<file path="config.mk">
export PLATFORM = sky130hd
export DESIGN_NAME = trig_pulse_shaper
export DESIGN_NICKNAME = d
export VERILOG_FILES = /design/src/rtl/pgen_pkg.sv /design/src/rtl/pgen_sync.sv /design/src/rtl/pgen_glitch_filter.sv /design/src/rtl/pgen_fw_ctrl.sv /design/src/rtl/trig_pulse_shaper.sv
export SDC_FILE = /design/constraint.sdc
export NUM_CORES = 1
export LEC_CHECK = 0
export BUFFER_PORTS_ARGS = -buffer_cell sky130_fd_sc_hd__buf_2
export CAP_MARGIN = 15
export CORE_ASPECT_RATIO = 1.5
export CORE_UTILIZATION = 28
export DETAILED_ROUTE_END_ITERATION = 16
export GPL_ROUTABILITY_DRIVEN = 0
export MAX_ROUTING_LAYER = met4
export PLACE_DENSITY_LB_ADDON = 0.3
export SLEW_MARGIN = 20
export SYNTH_ARGS = -nofsm -noshare
export SYNTH_HDL_FRONTEND = slang
export SYNTH_SLANG_ARGS = --single-unit
</file>
<file path="constraint.sdc">
create_clock -name clk_i -period 2.93 [get_ports clk_i]
set_input_delay 0.4395 -clock clk_i [delete_from_list [all_inputs] [get_ports clk_i]]
set_output_delay 0.4395 -clock clk_i [all_outputs]
set_load 0.1 [all_outputs]
</file>
<file path="src/rtl/pgen_pkg.sv">
package pgen_pkg;

  typedef enum logic [1:0] {
    ST_IDLE   = 2'd0,
    ST_PULSE  = 2'd1,
    ST_REJECT = 2'd2
  } pgen_state_e;

  // bits needed to count up to n-1 (at least one)
  function automatic int cnt_bits(input int n);
    return (n > 2) ? $clog2(n) : 1;
  endfunction

endpackage

</file>
<file path="src/rtl/pgen_sync.sv">
module pgen_sync #(
  parameter int STAGES = 2
) (
  input  logic clk_i,
  input  logic rst_i,
  input  logic d_i,
  output logic q_o
);
  logic [STAGES-1:0] chain_q;

  always_ff @(posedge clk_i) begin
    if (rst_i) chain_q <= '0;
    else       chain_q <= {chain_q[STAGES-2:0], d_i};
  end

  assign q_o = chain_q[STAGES-1];
endmodule

</file>
<file path="src/rtl/pgen_glitch_filter.sv">
module pgen_glitch_filter
  import pgen_pkg::*;
#(
  parameter int LEN = 3
) (
  input  logic clk_i,
  input  logic rst_i,
  input  logic d_i,
  output logic q_o
);
  localparam int CW = cnt_bits(LEN);
  localparam logic [CW-1:0] LAST = CW'(LEN - 1);

  logic [CW-1:0] run_q;
  logic          level_q;

  always_ff @(posedge clk_i) begin
    if (rst_i) begin
      run_q   <= '0;
      level_q <= 1'b0;
    end else if (d_i == level_q) begin
      run_q <= '0;
    end else if (run_q == LAST) begin
      level_q <= d_i;
      run_q   <= '0;
    end else begin
      run_q <= run_q + 1'b1;
    end
  end

  assign q_o = level_q;
endmodule

</file>
<file path="src/rtl/pgen_fw_ctrl.sv">
module pgen_fw_ctrl
  import pgen_pkg::*;
#(
  parameter int PULSE_W  = 24,
  parameter int DUTY_DIV = 4
) (
  input  logic clk_i,
  input  logic rst_i,
  input  logic lvl_i,
  output logic pulse_o,
  output logic busy_o
);
  localparam int REJ_CYC = PULSE_W * (DUTY_DIV - 1);
  localparam int CW      = cnt_bits(PULSE_W * DUTY_DIV);
  localparam logic [CW-1:0] W_LAST   = CW'(PULSE_W - 1);
  localparam logic [CW-1:0] REJ_LAST = CW'(REJ_CYC - 1);

  pgen_state_e   state_q;
  logic [CW-1:0] cnt_q;
  logic          lvl_d_q;
  logic          pulse_q;
  logic          busy_q;
  logic          rise;

  assign rise = lvl_i & ~lvl_d_q;

  always_ff @(posedge clk_i) begin
    if (rst_i) begin
      state_q <= ST_IDLE;
      cnt_q   <= '0;
      lvl_d_q <= 1'b0;
      pulse_q <= 1'b0;
      busy_q  <= 1'b0;
    end else begin
      lvl_d_q <= lvl_i;
      case (state_q)
        ST_IDLE: begin
          if (rise) begin
            state_q <= ST_PULSE;
            cnt_q   <= '0;
            pulse_q <= 1'b1;
            busy_q  <= 1'b1;
          end
        end
        ST_PULSE: begin
          if (cnt_q == W_LAST) begin
            state_q <= ST_REJECT;
            cnt_q   <= '0;
            pulse_q <= 1'b0;
          end else begin
            cnt_q <= cnt_q + 1'b1;
          end
        end
        ST_REJECT: begin
          if (cnt_q == REJ_LAST) begin
            state_q <= ST_IDLE;
            cnt_q   <= '0;
            busy_q  <= 1'b0;
          end else begin
            cnt_q <= cnt_q + 1'b1;
          end
        end
        default: begin
          state_q <= ST_IDLE;
          cnt_q   <= '0;
          pulse_q <= 1'b0;
          busy_q  <= 1'b0;
        end
      endcase
    end
  end

  assign pulse_o = pulse_q;
  assign busy_o  = busy_q;
endmodule

</file>
<file path="src/rtl/trig_pulse_shaper.sv">
module trig_pulse_shaper #(
  parameter bit FIXED_WIDTH = 1'b1,
  parameter int PULSE_W     = 24,
  parameter int DUTY_DIV    = 4,
  parameter int GLITCH_LEN  = 3
) (
  input  logic clk_i,
  input  logic rst_i,
  input  logic trig_i,
  output logic pulse_o,
  output logic busy_o
);
  localparam int SYNC_STAGES = 2;

  if (PULSE_W < 20 || PULSE_W > 40) begin : g_bad_width
    $error("trig_pulse_shaper: PULSE_W must lie in 20..40");
  end
  if (DUTY_DIV < 2) begin : g_bad_div
    $error("trig_pulse_shaper: DUTY_DIV must be at least 2");
  end

  logic trig_sync;
  logic trig_filt;

  pgen_sync #(.STAGES(SYNC_STAGES)) u_sync (
    .clk_i (clk_i),
    .rst_i (rst_i),
    .d_i   (trig_i),
    .q_o   (trig_sync)
  );

  pgen_glitch_filter #(.LEN(GLITCH_LEN)) u_filt (
    .clk_i (clk_i),
    .rst_i (rst_i),
    .d_i   (trig_sync),
    .q_o   (trig_filt)
  );

  if (FIXED_WIDTH) begin : g_fixed
    pgen_fw_ctrl #(.PULSE_W(PULSE_W), .DUTY_DIV(DUTY_DIV)) u_ctrl (
      .clk_i   (clk_i),
      .rst_i   (rst_i),
      .lvl_i   (trig_filt),
      .pulse_o (pulse_o),
      .busy_o  (busy_o)
    );
  end else begin : g_pass
    assign pulse_o = trig_filt;
    assign busy_o  = 1'b0;
  end
endmodule

</file>
## Yosys cells after proc, flatten, opt, wreduce, memory -nomap -nowiden

Cells that the tools add are included.

- Add/sub/neg operators: 2
- Eq/ne operators: 9
- Muxes and demuxes: 13
- Bitwise logic cells: 5
- Reduce and logical (&&, ||, !) cells: 6

Operator list:

| kind | number |
|---|---|
| 2-to-1 mux 7 bit | 3 |
| one-hot mux 7 bit (3 select lines) | 1 |
| AND reduction 3 bit | 3 |
| adder 7 x 1 -> 7 bit, second input constant | 1 |
| == test 7 x 5 -> 1 bit, second input constant | 1 |
| == test 7 bit, second input constant | 1 |
| 2-to-1 mux 2 bit | 3 |
| != test 2 x 1 -> 1 bit, second input constant | 3 |
| one-hot mux 1 bit (3 select lines) | 2 |
| one-hot mux 2 bit (3 select lines) | 1 |
| == test 2 bit, second input constant | 2 |
| NOT 1 bit | 4 |
| 2-to-1 mux 1 bit | 3 |
| OR reduction 3 bit | 1 |
| adder 2 x 1 -> 2 bit, second input constant | 1 |
| == test 2 x 1 -> 1 bit, second input constant | 1 |
| logical NOT 2 bit | 1 |
| AND reduction 2 bit | 1 |
| bitwise AND 1 bit | 1 |
| == test 1 bit | 1 |

- Register bits after elaboration: 17
- Output and inout bits: 2
- Logic and storage cells: 43

## Longest topological paths before layout

Gate-level depths: netlist (run 1).

- Depth after elaboration: 4
- Gate-level depth with buffers: 7

## Modules after synthesis

A second synthesis (run 1) with hierarchy kept.

- Cells, all modules: 90
- Area, all modules: 823.3 µm²

By module, submodules not included:

| module | times used | cells an instance | area each (µm²) | sequential area each (µm²) |
|---|---|---|---|---|
| pgen_fw_ctrl | 1 | 76 | 659.4 | 240.2 |
| pgen_glitch_filter | 1 | 10 | 111.4 | 60.1 |
| pgen_sync | 1 | 4 | 52.6 | 40.0 |

## Least setup slack after synthesis (run 1)

OpenSTA, ideal clock, no wires.

- Path kind: register -> register
- Start point: reg g_fixed.u_ctrl.state_q[0]
- End point: reg g_fixed.u_ctrl.cnt_q[2]
- Setup time: 0.070 ns
- Arrival time: 1.508 ns
- Required time: 2.860 ns
- Setup slack: 1.351 ns
- Cell stages (with the launch flop): 7
- Path buffers: 1
- Period minus slack after synthesis: 1.579 ns
- Cell sequence: dfxtp_1 inv_1 ha_1 and2_4 buf_6 or4b_1 a21oi_1

- Longest elaborated chain between the ends: 2

RTL lines:

| what | line | source |
|---|---|---|
| start: declaration | pgen_fw_ctrl.sv:18 | `pgen_state_e state_q;` |
| start signal: assignment | pgen_fw_ctrl.sv:29 | `state_q <= ST_IDLE;` |
| start signal: assignment | pgen_fw_ctrl.sv:39 | `state_q <= ST_PULSE;` |
| start signal: assignment | pgen_fw_ctrl.sv:47 | `state_q <= ST_REJECT;` |
| == test 2 bit, or another cell as far along | pgen_fw_ctrl.sv:36 | `case (state_q)` |
| one-hot mux 7 bit (3 select lines) or != test 2 x 1 -> 1 bit (tied branches) | - |  |
| end signal: assignment | pgen_fw_ctrl.sv:51 | `cnt_q <= cnt_q + 1'b1;` |
| end signal: assignment | pgen_fw_ctrl.sv:60 | `cnt_q <= cnt_q + 1'b1;` |
| end: declaration | pgen_fw_ctrl.sv:19 | `logic [CW-1:0] cnt_q;` |

Several ways; a longest one is shown, not always the timed one.
A chain may end at the register's enable or synchronous reset.

## Worst setup path after layout (run 1)

- Start point: reg g_fixed.u_ctrl.cnt_q[0]
- End point: reg g_fixed.u_ctrl.state_q[0]

- Longest elaborated chain between the ends: 3

RTL lines:

| what | line | source |
|---|---|---|
| == test 7 x 5 -> 1 bit or == test 7 bit (tied branches) | pgen_fw_ctrl.sv:46, pgen_fw_ctrl.sv:55 |  |
| != test 2 x 1 -> 1 bit (no line) | - |  |
| AND reduction 3 bit (no line) (*) | - |  |
| end signal: assignment | pgen_fw_ctrl.sv:47 |  |
| end signal: assignment | pgen_fw_ctrl.sv:56 | `state_q <= ST_IDLE;` |
| end signal: assignment | pgen_fw_ctrl.sv:64 | `state_q <= ST_IDLE;` |

Mark *: on every way between the ends. The rest lies on a longest branch, timed or not.

==> results.md, run 1 <==
* Crit path max fanout at 15
* CTS max path bufs at 2
* Fin. max-slew vios at 0
* I/O pin count at 5
* Slowest stage delay, CP at just over 500 ps
* Area inside the core boundary at about 2900 um^2
* Depth of the most critical reg-to-reg path at 5
* Number of sinks on the clock net at 17
* Tightest Pin Transition at 602 ps
* DR vias at 709
* Non-filler cells, final at ~140
* Die boundary width at 47.0 um
* Aggregate global routing overflow at 0
* Max-capacitance violation count at 0
* Port Buffers at 4
* Total half-perimeter wirelength after legalization and detailed placement at ~1200 um
* Fill cell count at roughly 320
* Count of final setup violators at 0
* Post-CTS setup-driven buffer insertion count at 0
* Worst endpoint data arrival time at 2000 ps
* Number of antenna-violating nets in the routed design at 0
* Worst slew margin relative to its limit at 0.598
* Number of synthesized flops with an enable pin at 0
* YS warnings at 0
* Register area at 340 um^2
* Critical-path cell list: ha_1, and4bb_2, a21oi_2, a21oi_1, a211oi_1
* Post-route minimum period at 1830 ps
* Hold violation total from the final report at 0
* Main synth FF type: sky130_fd_sc_hd__dfxtp_1
* RSZ-0062 raised after global routing: no
* Cell total after placement at around 130
* Routed via count divided by cell count at roughly 5.1
* Run status: complete, no violations
* Number of core rows at 24
* Top Family by Delay on Critical Path: compound AO/OA/AOI/OAI gates
* Dpl ws at between 1000 and 1500 ps
* Cell depth of the worst hold path at 2
* Initial standard-cell utilization of the core at 0.295
* Pin count of the biggest net entering global routing at 16
* Buf+Inv Stages, Crit Path at 0
* CP required at slightly above 3000 ps
* Flop-to-flop setup slack at 1100 ps
* Number of antenna cells inserted at 0
* Number of nets in the layout at 108
* Nature of the critical path endpoint: register
* Clock-pin slew reported for the worst setup and hold paths after clock tree synthesis at 70 ps
* Worst Hold Launch: trig_i
* Critical path class: reg -> reg
* Wire length after detailed routing at between 1500 and 2000 um
* Clk_lat worst skew at ~260 ps
* Worst Hold End: u_sync.chain_q[0]
* Proportion of synthesized chip area in sequential cells at 0.401
* Worst hold-check path type: in -> reg
* Via count of the first global-routing pass at roughly 690
* Maximum resistive drop on vdd at about 0.24 mV
* First DRT Iteration DRCs at 10
* # hold bufs at CTS at 0
* Final worst-path cycle share at 0.625
* Quantity of gates resized following cts at 0
* Leakage Power at ~0.00033 uW
* All-layer global routing usage at 0.131
* Cell count after synthesis at between 90 and 100
* Number of storage elements in the synthesis netlist at 17
* Layout overhead on the synthesized area at 10.6%
* Pwr Total at roughly 570 uW
* Synth Net Count at around 100
* Die Span Y at 69.5 um
* Final setup TNS at 0 ps
* Synthesized area per cell at just under 9 um^2
* Final worst clock skew at approximately 1.7 ps
* Highest-delay cell along the critical path: sky130_fd_sc_hd__a21oi_2
* Fraction of synthesis flops using an asynchronous set or reset pin at 0
* Launching element type of the critical path: register
* Startpoint of the worst-slack reg-to-reg timing path: g_fixed.u_ctrl.cnt_q[0]
* Global-route wire length before repair at between 2000 and 3000 um
* Number of DRC violations after detailed routing at 0
* Total power per unit cell area at ~600 nW/um^2
* Achievable frequency at about 550 MHz
* Router iterations before antenna repair at 4
* R2r endpoint: g_fixed.u_ctrl.state_q[0]
* Synth cell types at 34
* Area of the mapped netlist at 850 um^2
* Die ar. at roughly 3300 um^2
* Number of buffers created by CTS at 3
* Clock tree from TritonCTS: done
* Share of cells above drive strength 1 at 0.141
* Min setup slack post-route at about 1100 ps
* Clk Tree Root Cell: sky130_fd_sc_hd__clkbuf_8
* Wire length per cell at between 10 and 15 um
* Initial antenna violation count at 0
* Footprint of the multi-input gates at about 470 um^2
* # H-tree levels at 1
## registers in the layout, summed over array words and instances (netlist names)
signal and count:
u_filt.q_o 1, g_fixed.u_ctrl.busy_o 1, g_fixed.u_ctrl.state_q 2, g_fixed.u_ctrl.pulse_o 1, g_fixed.u_ctrl.cnt_q 7, u_sync.chain_q 2
g_fixed.u_ctrl.lvl_d_q 1, u_filt.run_q 2
## worst max path at each step
stage / from / end / slack (ps) / cells after the start
5_1_grt: g_fixed.u_ctrl.cnt_q[0] / g_fixed.u_ctrl.state_q[0] / 990 / 5
2_1_floorplan: g_fixed.u_ctrl.state_q[0] / g_fixed.u_ctrl.cnt_q[2] / 1350 / 6
4_1_cts: g_fixed.u_ctrl.cnt_q[0] / g_fixed.u_ctrl.state_q[0] / 1090 / 5
6_report: g_fixed.u_ctrl.cnt_q[0] / g_fixed.u_ctrl.state_q[0] / 1100 / 5
3_5_place_dp: g_fixed.u_ctrl.cnt_q[0] / g_fixed.u_ctrl.state_q[0] / 1110 / 5
3_3_place_gp: g_fixed.u_ctrl.cnt_q[0] / g_fixed.u_ctrl.cnt_q[5] / 1190 / 5
## metrics by stage
step / area [um^2] / hold slack (ps) / util
2_1_floorplan: 850 / 391 / -
3_3_place_gp: 893 / 398 / 0.310
3_5_place_dp: 893 / 404 / 0.310
4_1_cts: 940 / 402 / 0.326
5_1_grt: 940 / 426 / 0.326
6_report: 940 / 409 / 0.326
## kinds of logic (layout without fill, tap and decap cells)
kind of cell / after synthesis / in the layout / share of synthesized area
XOR/XNOR: 1 / 1 / 0.0103
buffers and inverters: 8 / 12 / 0.0471
adder cells (fa/ha/maj): 5 / 5 / 0.0736
flip-flops: 17 / 17 / 0.401
AND/OR/NAND/NOR: 39 / 39 / 0.256
multiplexers: 1 / 1 / 0.0118
AO/OA/AOI/OAI: 24 / 24 / 0.200
## cell usage after synthesis (all sizes together) (2+ instances only)
library cell / count / area share
nor2: 6 / 0.027
ha: 5 / 0.074
o2111ai: 2 / 0.021
nor3b: 2 / 0.018
nor3: 2 / 0.012
dfxtp: 17 / 0.40
nand4: 5 / 0.037
a21oi: 6 / 0.040
o21ai: 3 / 0.018
a211oi: 4 / 0.035
nor2b: 3 / 0.022
a31oi: 4 / 0.029
buf: 2 / 0.019
nand2: 10 / 0.044
inv: 4 / 0.018
nand3: 4 / 0.024
clkbuf: 2 / 0.010
## power breakdown
part | switching [uW] | internal [uW] | total, uW | leakage (uW)
sequential | 5.08 | 240 | 245 | 0.000138
clock | 90.3 | 94.8 | 185 | 0.0000255
combinational | 95.1 | 42.2 | 137 | 0.000166
## layout make-up
class                      instances  share of cell area
timing repair buffer               4              0.0213
tap                               39              0.0519
clock buffer                       3              0.0439
inverter                           4              0.0160
sequential                        17               0.362
multi-input combinational         70               0.499
clock inverter                     1             0.00533
## placed cells by master, fill, tap and decap left out, types with 2 or more instances in the layout
cell | Yosys | final
sky130_fd_sc_hd__dfxtp_1 | 17 | 17
sky130_fd_sc_hd__ha_1 | 5 | 5
sky130_fd_sc_hd__a21oi_1 | 5 | 5
sky130_fd_sc_hd__clkbuf_8 | 0 | 3
sky130_fd_sc_hd__a211oi_1 | 4 | 4
sky130_fd_sc_hd__nand3_1 | 4 | 4
sky130_fd_sc_hd__inv_1 | 4 | 4
sky130_fd_sc_hd__nand2_1 | 10 | 10
sky130_fd_sc_hd__nor3_1 | 2 | 2
sky130_fd_sc_hd__nor2_1 | 6 | 6
sky130_fd_sc_hd__buf_2 | 1 | 4
sky130_fd_sc_hd__nor2b_1 | 3 | 3
sky130_fd_sc_hd__o21ai_0 | 3 | 3
sky130_fd_sc_hd__a31oi_1 | 4 | 4
sky130_fd_sc_hd__nor3b_1 | 2 | 2
sky130_fd_sc_hd__nand4_1 | 5 | 5
sky130_fd_sc_hd__o2111ai_1 | 2 | 2
## worst reg2reg max path, delay by kind of cell, from the launching register on
kind / cells / cell delay, ps
DFF: 1 / 330
and+or+nand+nor: 1 / 270
adders and majority gates: 1 / 230
AOI/OAI and AO/OA: 3 / 910
## per-layer routing
layer,track usage,wire length [um]
met4,0.121,90
met1,0.140,731
met2,0.187,872
met3,0.0339,60
met5,-,0
Note: power is estimated with default switching activity, not from simulation.
==> inputs of run 2 (changes only) <==
- clock period: 2.93 -> 1.8 ns (I/O delays scaled with it)
==> results.md, run 2 (synthesis gave the netlist of run 1 again) <==
* Switching power at 315 uW (+65%)
* Layout overhead on the synthesized area at 13.5%
* Quantity of gates resized following cts at 0 (unchanged)
* Clk Tree Root Cell: sky130_fd_sc_hd__clkbuf_8
* CP required at 1990 ps (-1110 ps)
* Via count of the first global-routing pass at 658 (-4.9%)
* Port Buffers at 4 (unchanged)
* Clock tree from TritonCTS: done
* Achievable frequency at 601 MHz (+10%)
* Wire length after detailed routing at 1710 um (-2.6%)
* Area inside the core boundary at 2880 um^2 (unchanged)
* Number of antenna-violating nets in the routed design at 0 (unchanged)
* Final setup TNS at 0 ps (unchanged)
* Startpoint of the worst-slack reg-to-reg timing path: g_fixed.u_ctrl.cnt_q[0]
* Cell total after placement at 137 (+2.2%)
* Worst slew margin relative to its limit at 0.680 (+0.0813)
* Tightest Pin Transition at 484 ps (-119 ps)
* DR vias at 718 (+1.3%)
* Buf+Inv Stages, Crit Path at 0 (unchanged)
* Most frequent cells in the layout: sky130_fd_sc_hd__dfxtp_1, sky130_fd_sc_hd__nand2_1, sky130_fd_sc_hd__nor2_1
* I/O pin count at 5 (unchanged)
* Pin count of the biggest net entering global routing at 15 (-1)
* Relative contribution of combinational cells to total power at 0.266 (+0.024)
* Die ar. at 3260 um^2 (unchanged)
* Switching Share at 0.329 (-0.00689)
* Die boundary width at 47.0 um (unchanged)
* Fin. max-slew vios at 0 (unchanged)
* Most common library cell in the layout ignoring fill and taps: sky130_fd_sc_hd__dfxtp_1
* Worst Hold Launch: trig_i
* RSZ-0062 raised after global routing: no
* Run status: complete, no violations
* Max FFs per register at 7 (unchanged)
* Critical path class: reg -> reg
* Fill cell count at 321 (-0.31%)
* Clock-pin slew reported for the worst setup and hold paths after clock tree synthesis at 70 ps (about the same)
* Die Span Y at 69.5 um (unchanged)
* Non-filler cells, final at 141 (+2.2%)
* Routed via count divided by cell count at 5.09 (-0.89%)
* Number of buffers created by CTS at 3 (unchanged)
* Top Family by Delay on Critical Path: compound AO/OA/AOI/OAI gates
* Worst endpoint data arrival time at 1860 ps (-140 ps)
* WHS at 215 ps (-194 ps)
* Worst hold-check path type: in -> reg
* Initial standard-cell utilization of the core at 0.295 (unchanged)
* Global-route wire length before repair at 2910 um (-0.24%)
* Max-capacitance violation count at 0 (unchanged)
* # H-tree levels at 1 (unchanged)
* Count of final setup violators at 0 (unchanged)
* Slowest stage delay, CP at 350 ps (-160 ps)
* Crit path max fanout at 9 (-6)
* Post-CTS setup-driven buffer insertion count at 0 (unchanged)
* Nature of the critical path endpoint: register
* First DRT Iteration DRCs at 24 (+14)
* CTS max path bufs at 2 (unchanged)
* Leakage Power at 0.000341 uW (+3.4%)
* Post-route minimum period at 1670 ps (-166 ps)
* Number of DRC violations after detailed routing at 0 (unchanged)
* R2r endpoint: g_fixed.u_ctrl.cnt_q[5]
* Sequential power share at 0.416 (-0.015)
* Initial antenna violation count at 0 (unchanged)
* Number of core rows at 24 (unchanged)
* Number of nets in the layout at 111 (+2.8%)
* Internal power at 641 uW (+70%)
* Portion of total power attributed to the clock network at 0.318 (-0.008)
* Maximum resistive drop on vdd at 0.465 mV (+93%)
* Flop-to-flop setup slack at 130 ps (-960 ps)
* Total half-perimeter wirelength after legalization and detailed placement at 1200 um (-3.3%)
* Largest register by flop count: g_fixed.u_ctrl.cnt_q
* Highest-delay cell along the critical path: sky130_fd_sc_hd__a21boi_2
* All-layer global routing usage at 0.130 (-0.00197)
* Final worst-path cycle share at 0.925 (+0.300)
* Number of sinks on the clock net at 17 (unchanged)
* Hold violation total from the final report at 0 (unchanged)
* Aggregate global routing overflow at 0 (unchanged)
* # hold bufs at CTS at 0 (unchanged)
* Clk_lat worst skew at 260 ps (about the same)
* Final worst clock skew at 3.21 ps (+1.49 ps)
* Launching element type of the critical path: register
* Wire length per cell at 12.1 um (-4.7%)
* Router iterations before antenna repair at 4 (unchanged)
* Number of antenna cells inserted at 0 (unchanged)
* Share of cells above drive strength 1 at 0.167 (+0.0253)
* Total power per unit cell area at 991 nW/um^2 (+64%)
* Critical-path cell list: ha_1, and4bb_2, a21boi_2, o2111ai_1, a31oi_1
* Depth of the most critical reg-to-reg path at 5 (unchanged)
* Cell depth of the worst hold path at 2 (unchanged)
* Worst Hold End: u_sync.chain_q[0]
run 2: changes by cell type in the layout (fill, tap and decap cells not counted):
| cell | previous run | this run |
|---|---|---|
| sky130_fd_sc_hd__buf_4 | 0 | 3 |
| sky130_fd_sc_hd__clkinvlp_4 | 0 | 1 |
| sky130_fd_sc_hd__clkinv_2 | 1 | 0 |
run 2: final cells by class:
class                           instances  area [um^2]  area share
Sequential cell                        17          340       0.353
Inverter                                4         15.0      0.0156
Tap cell                               39         48.8      0.0506
Multi-Input combinational cell         70          469       0.486
Clock inverter                          1         7.51     0.00778
Timing Repair Buffer                    7         42.5      0.0441
Clock buffer                            3         41.3      0.0428
run 2: routing by layer:
metal | part of all wire | vias up | routed length, um | track usage
met5 | 0 | - | 0 | -
li1 | - | 362 | - | -
met1 | 0.43 | 326 | 741 | 0.151
met2 | 0.48 | 23 | 814 | 0.179
met3 | 0.040 | 7 | 68 | 0.0313
met4 | 0.049 | 0 | 84 | 0.105
run 2: power groups by stage:
stage	combinational, uW	sequential (uW)	clock, uW
global route	277	400	333
finish	255	398	304
CTS	253	398	307
global placement	248	405	0
detailed placement	252	406	0
floorplan	190	405	0
run 2: worst reg2reg max path, cell delays in order (launching register included):
cell                        delay [ps]
sky130_fd_sc_hd__dfxtp_1           340
sky130_fd_sc_hd__ha_1              240
sky130_fd_sc_hd__and4bb_2          270
sky130_fd_sc_hd__a21boi_2          360
sky130_fd_sc_hd__o2111ai_1         190
sky130_fd_sc_hd__a31oi_1           190
run 2: worst max path at each step:
stage                           endpoint                       from  slack, ps  depth (start not counted)
2_1_floorplan    g_fixed.u_ctrl.cnt_q[2]  g_fixed.u_ctrl.state_q[0]        220                          6
3_3_place_gp   g_fixed.u_ctrl.state_q[0]  g_fixed.u_ctrl.state_q[1]        200                          7
3_5_place_dp   g_fixed.u_ctrl.state_q[0]  g_fixed.u_ctrl.state_q[1]        160                          7
4_1_cts        g_fixed.u_ctrl.state_q[0]  g_fixed.u_ctrl.state_q[1]        140                          7
5_1_grt        g_fixed.u_ctrl.state_q[0]  g_fixed.u_ctrl.state_q[1]         40                          7
6_report         g_fixed.u_ctrl.cnt_q[5]    g_fixed.u_ctrl.cnt_q[0]        130                          5
run 2: metrics by stage:
step / instance area [um^2] / total power, uW / setup slack [ps] / util
after global placement: 916 / 653 / 200 / 0.318
final: 965 / 956 / 135 / 0.335
after CTS: 965 / 958 / 144 / 0.335
after global routing: 965 / 1010 / 37.1 / 0.335
after floorplan: 850 / 595 / 221 / -
after detailed placement: 916 / 658 / 160 / 0.318
==> inputs of run 3 (changes only) <==
- CELL_PAD_IN_SITES_DETAIL_PLACEMENT: not set -> 1
- CELL_PAD_IN_SITES_GLOBAL_PLACEMENT: not set -> 2
- RECOVER_POWER: not set -> 50
- SKIP_LAST_GASP: not set -> 1
==> results.md, run 3 (synthesis gave the netlist of run 1 again) <==
* RSZ-0062 raised after global routing: no
* Worst Hold End: u_sync.chain_q[0]
* Via count of the first global-routing pass at 765 (+16%)
* Number of sinks on the clock net at 17 (unchanged)
* Worst Hold Launch: trig_i
* Most common library cell in the layout ignoring fill and taps: sky130_fd_sc_hd__dfxtp_1
* Clock tree from TritonCTS: done
* Most frequent cells in the layout: sky130_fd_sc_hd__dfxtp_1, sky130_fd_sc_hd__nand2_1, sky130_fd_sc_hd__nor2_1
* Number of core rows at 24 (unchanged)
* Flop-to-flop setup slack at 150 ps (+20 ps)
* Fill cell count at 358 (+12%)
* Wire length per cell at 14.0 um (+15%)
* Dpl ws at 176 ps (+16.3 ps)
* Critical-path cell list: ha_1, and4bb_1, a21boi_2, o2111ai_1, a31oi_1
* Highest-utilization routing layer at the global route stage: met2
* Startpoint of the worst-slack reg-to-reg timing path: g_fixed.u_ctrl.cnt_q[0]
* Post-CTS setup-driven buffer insertion count at 0 (unchanged)
* Largest register by flop count: g_fixed.u_ctrl.cnt_q
* Layout overhead on the synthesized area at 14.3%
* CP required at 1990 ps (about the same)
* Wire length after detailed routing at 1980 um (+16%)
* Global-route wire length before repair at 3460 um (+19%)
* Total half-perimeter wirelength after legalization and detailed placement at 1450 um (+21%)
* Post-route minimum period at 1650 ps (-19.6 ps)
* Run status: complete, no violations
* I/O pin count at 5 (unchanged)
* CTS max path bufs at 2 (unchanged)
* Number of DRC violations after detailed routing at 0 (unchanged)
* Max-capacitance violation count at 0 (unchanged)
* Clk Tree Root Cell: sky130_fd_sc_hd__clkbuf_8
* Cell depth of the worst hold path at 2 (unchanged)
* All-layer global routing usage at 0.152 (+0.0222)
* Crit path max fanout at 9 (unchanged)
* Die boundary width at 47.0 um (unchanged)
* # hold bufs at CTS at 0 (unchanged)
* R2r endpoint: g_fixed.u_ctrl.cnt_q[5]
* Nature of the critical path endpoint: register
* Final setup TNS at 0 ps (unchanged)
* Clk_lat worst skew at 260 ps (about the same)
* DR vias at 741 (+3.2%)
* Number of antenna cells inserted at 0 (unchanged)
* GR Util met3 at 0.0156 (-0.0156)
* Met1 routing resource usage after global routing at 0.178 (+0.0269)
* # H-tree levels at 1 (unchanged)
* Pin count of the biggest net entering global routing at 15 (unchanged)
* Final worst clock skew at 2.68 ps (-0.534 ps)
* Total power per unit cell area at 990 nW/um^2 (about the same)
* Slowest stage delay, CP at 370 ps (+20 ps)
* Depth of the most critical reg-to-reg path at 5 (unchanged)
* Worst endpoint data arrival time at 1840 ps (-20 ps)
* Worst slew margin relative to its limit at 0.591 (-0.0883)
* Share of the core filled with cells at 0.337 (+0.00217)
* Router iterations before antenna repair at 2 (-2)
* Grt met2 use at 0.235 (+0.0556)
* Initial antenna violation count at 0 (unchanged)
* Aggregate global routing overflow at 0 (unchanged)
* Final worst-path cycle share at 0.914 (-0.0109)
* Critical path class: reg -> reg
* Port Buffers at 4 (unchanged)
* Maximum resistive drop on vdd at 0.425 mV (-8.6%)
* Worst hold-check path type: in -> reg
* Count of final setup violators at 0 (unchanged)
* Highest-delay cell along the critical path: sky130_fd_sc_hd__a21boi_2
* First DRT Iteration DRCs at 4 (-83%)
* Leakage Power at 0.000344 uW (+1.1%)
* Share of cells above drive strength 1 at 0.155 (-0.0113)
* Number of antenna-violating nets in the routed design at 0 (unchanged)
* Hold violation total from the final report at 0 (unchanged)
* Fin. max-slew vios at 0 (unchanged)
* Launching element type of the critical path: register
* Tightest Pin Transition at 613 ps (+129 ps)
* Number of buffers created by CTS at 3 (unchanged)
* Min setup slack post-route at 155 ps (+19.6 ps)
* Max FFs per register at 7 (unchanged)
* Quantity of gates resized following cts at 0 (unchanged)
* Die Span Y at 69.5 um (unchanged)
* Clock-pin slew reported for the worst setup and hold paths after clock tree synthesis at 70 ps (about the same)
* Initial standard-cell utilization of the core at 0.295 (unchanged)
* Area inside the core boundary at 2880 um^2 (unchanged)
* Routed via count divided by cell count at 5.22 (+2.5%)
* Achievable frequency at 608 MHz (+1.2%)
* Number of nets in the layout at 112 (+0.90%)
* Die ar. at 3260 um^2 (unchanged)
==> run 3: worst max-delay path: cells and delay by family, from the launching register on <==
family	cells	cell delay [ps]
and+or+nand+nor	1	270
DFF	1	340
adders and majority gates	1	240
AOI/OAI and AO/OA	3	710
==> run 3: final cells by class <==
class                      instances  area, um^2  area share
clock buffer                       3        41.3      0.0425
clock inverter                     1        7.51     0.00773
inverter                           4        15.0      0.0155
multi-input combinational         70         469       0.483
sequential                        17         340       0.351
tap                               39        48.8      0.0503
timing repair buffer               8        48.8      0.0503
==> run 3: how the worst max path moves through the flow <==
stage	start	depth (start not counted)	endpoint	slack [ps]
final	g_fixed.u_ctrl.cnt_q[0]	5	g_fixed.u_ctrl.cnt_q[5]	150
after global routing	g_fixed.u_ctrl.cnt_q[0]	5	g_fixed.u_ctrl.cnt_q[4]	30
after CTS	g_fixed.u_ctrl.cnt_q[0]	5	g_fixed.u_ctrl.cnt_q[5]	160
after detailed placement	g_fixed.u_ctrl.cnt_q[0]	5	g_fixed.u_ctrl.cnt_q[5]	180
after global placement	g_fixed.u_ctrl.state_q[0]	6	g_fixed.u_ctrl.state_q[0]	200
after floorplan	g_fixed.u_ctrl.state_q[0]	6	g_fixed.u_ctrl.cnt_q[2]	220
==> run 3: stage by stage <==
stage	total power [uW]	instance area (um^2)	instances	hold slack (ps)
after global routing	1020	971	142	250
after floorplan	595	850	95	342
final	962	971	142	233
after global placement	666	923	138	399
after CTS	978	972	142	234
after detailed placement	669	923	138	412
==> run 3: power breakdown <==
group	internal [uW]	total (uW)	leakage, uW	switching, uW
clock	156	304	0.0000217	148
sequential	390	398	0.000138	7.88
combinational	95.1	260	0.000185	165
total	641	962	0.000344	320
==> run 3: per-layer routing <==
| metal | part of all wire | routed length [um] |
|---|---|---|
| met5 | 0 | 0 |
| met3 | 0.012 | 24 |
| met4 | 0.031 | 61 |
| met2 | 0.50 | 990 |
| met1 | 0.46 | 904 |
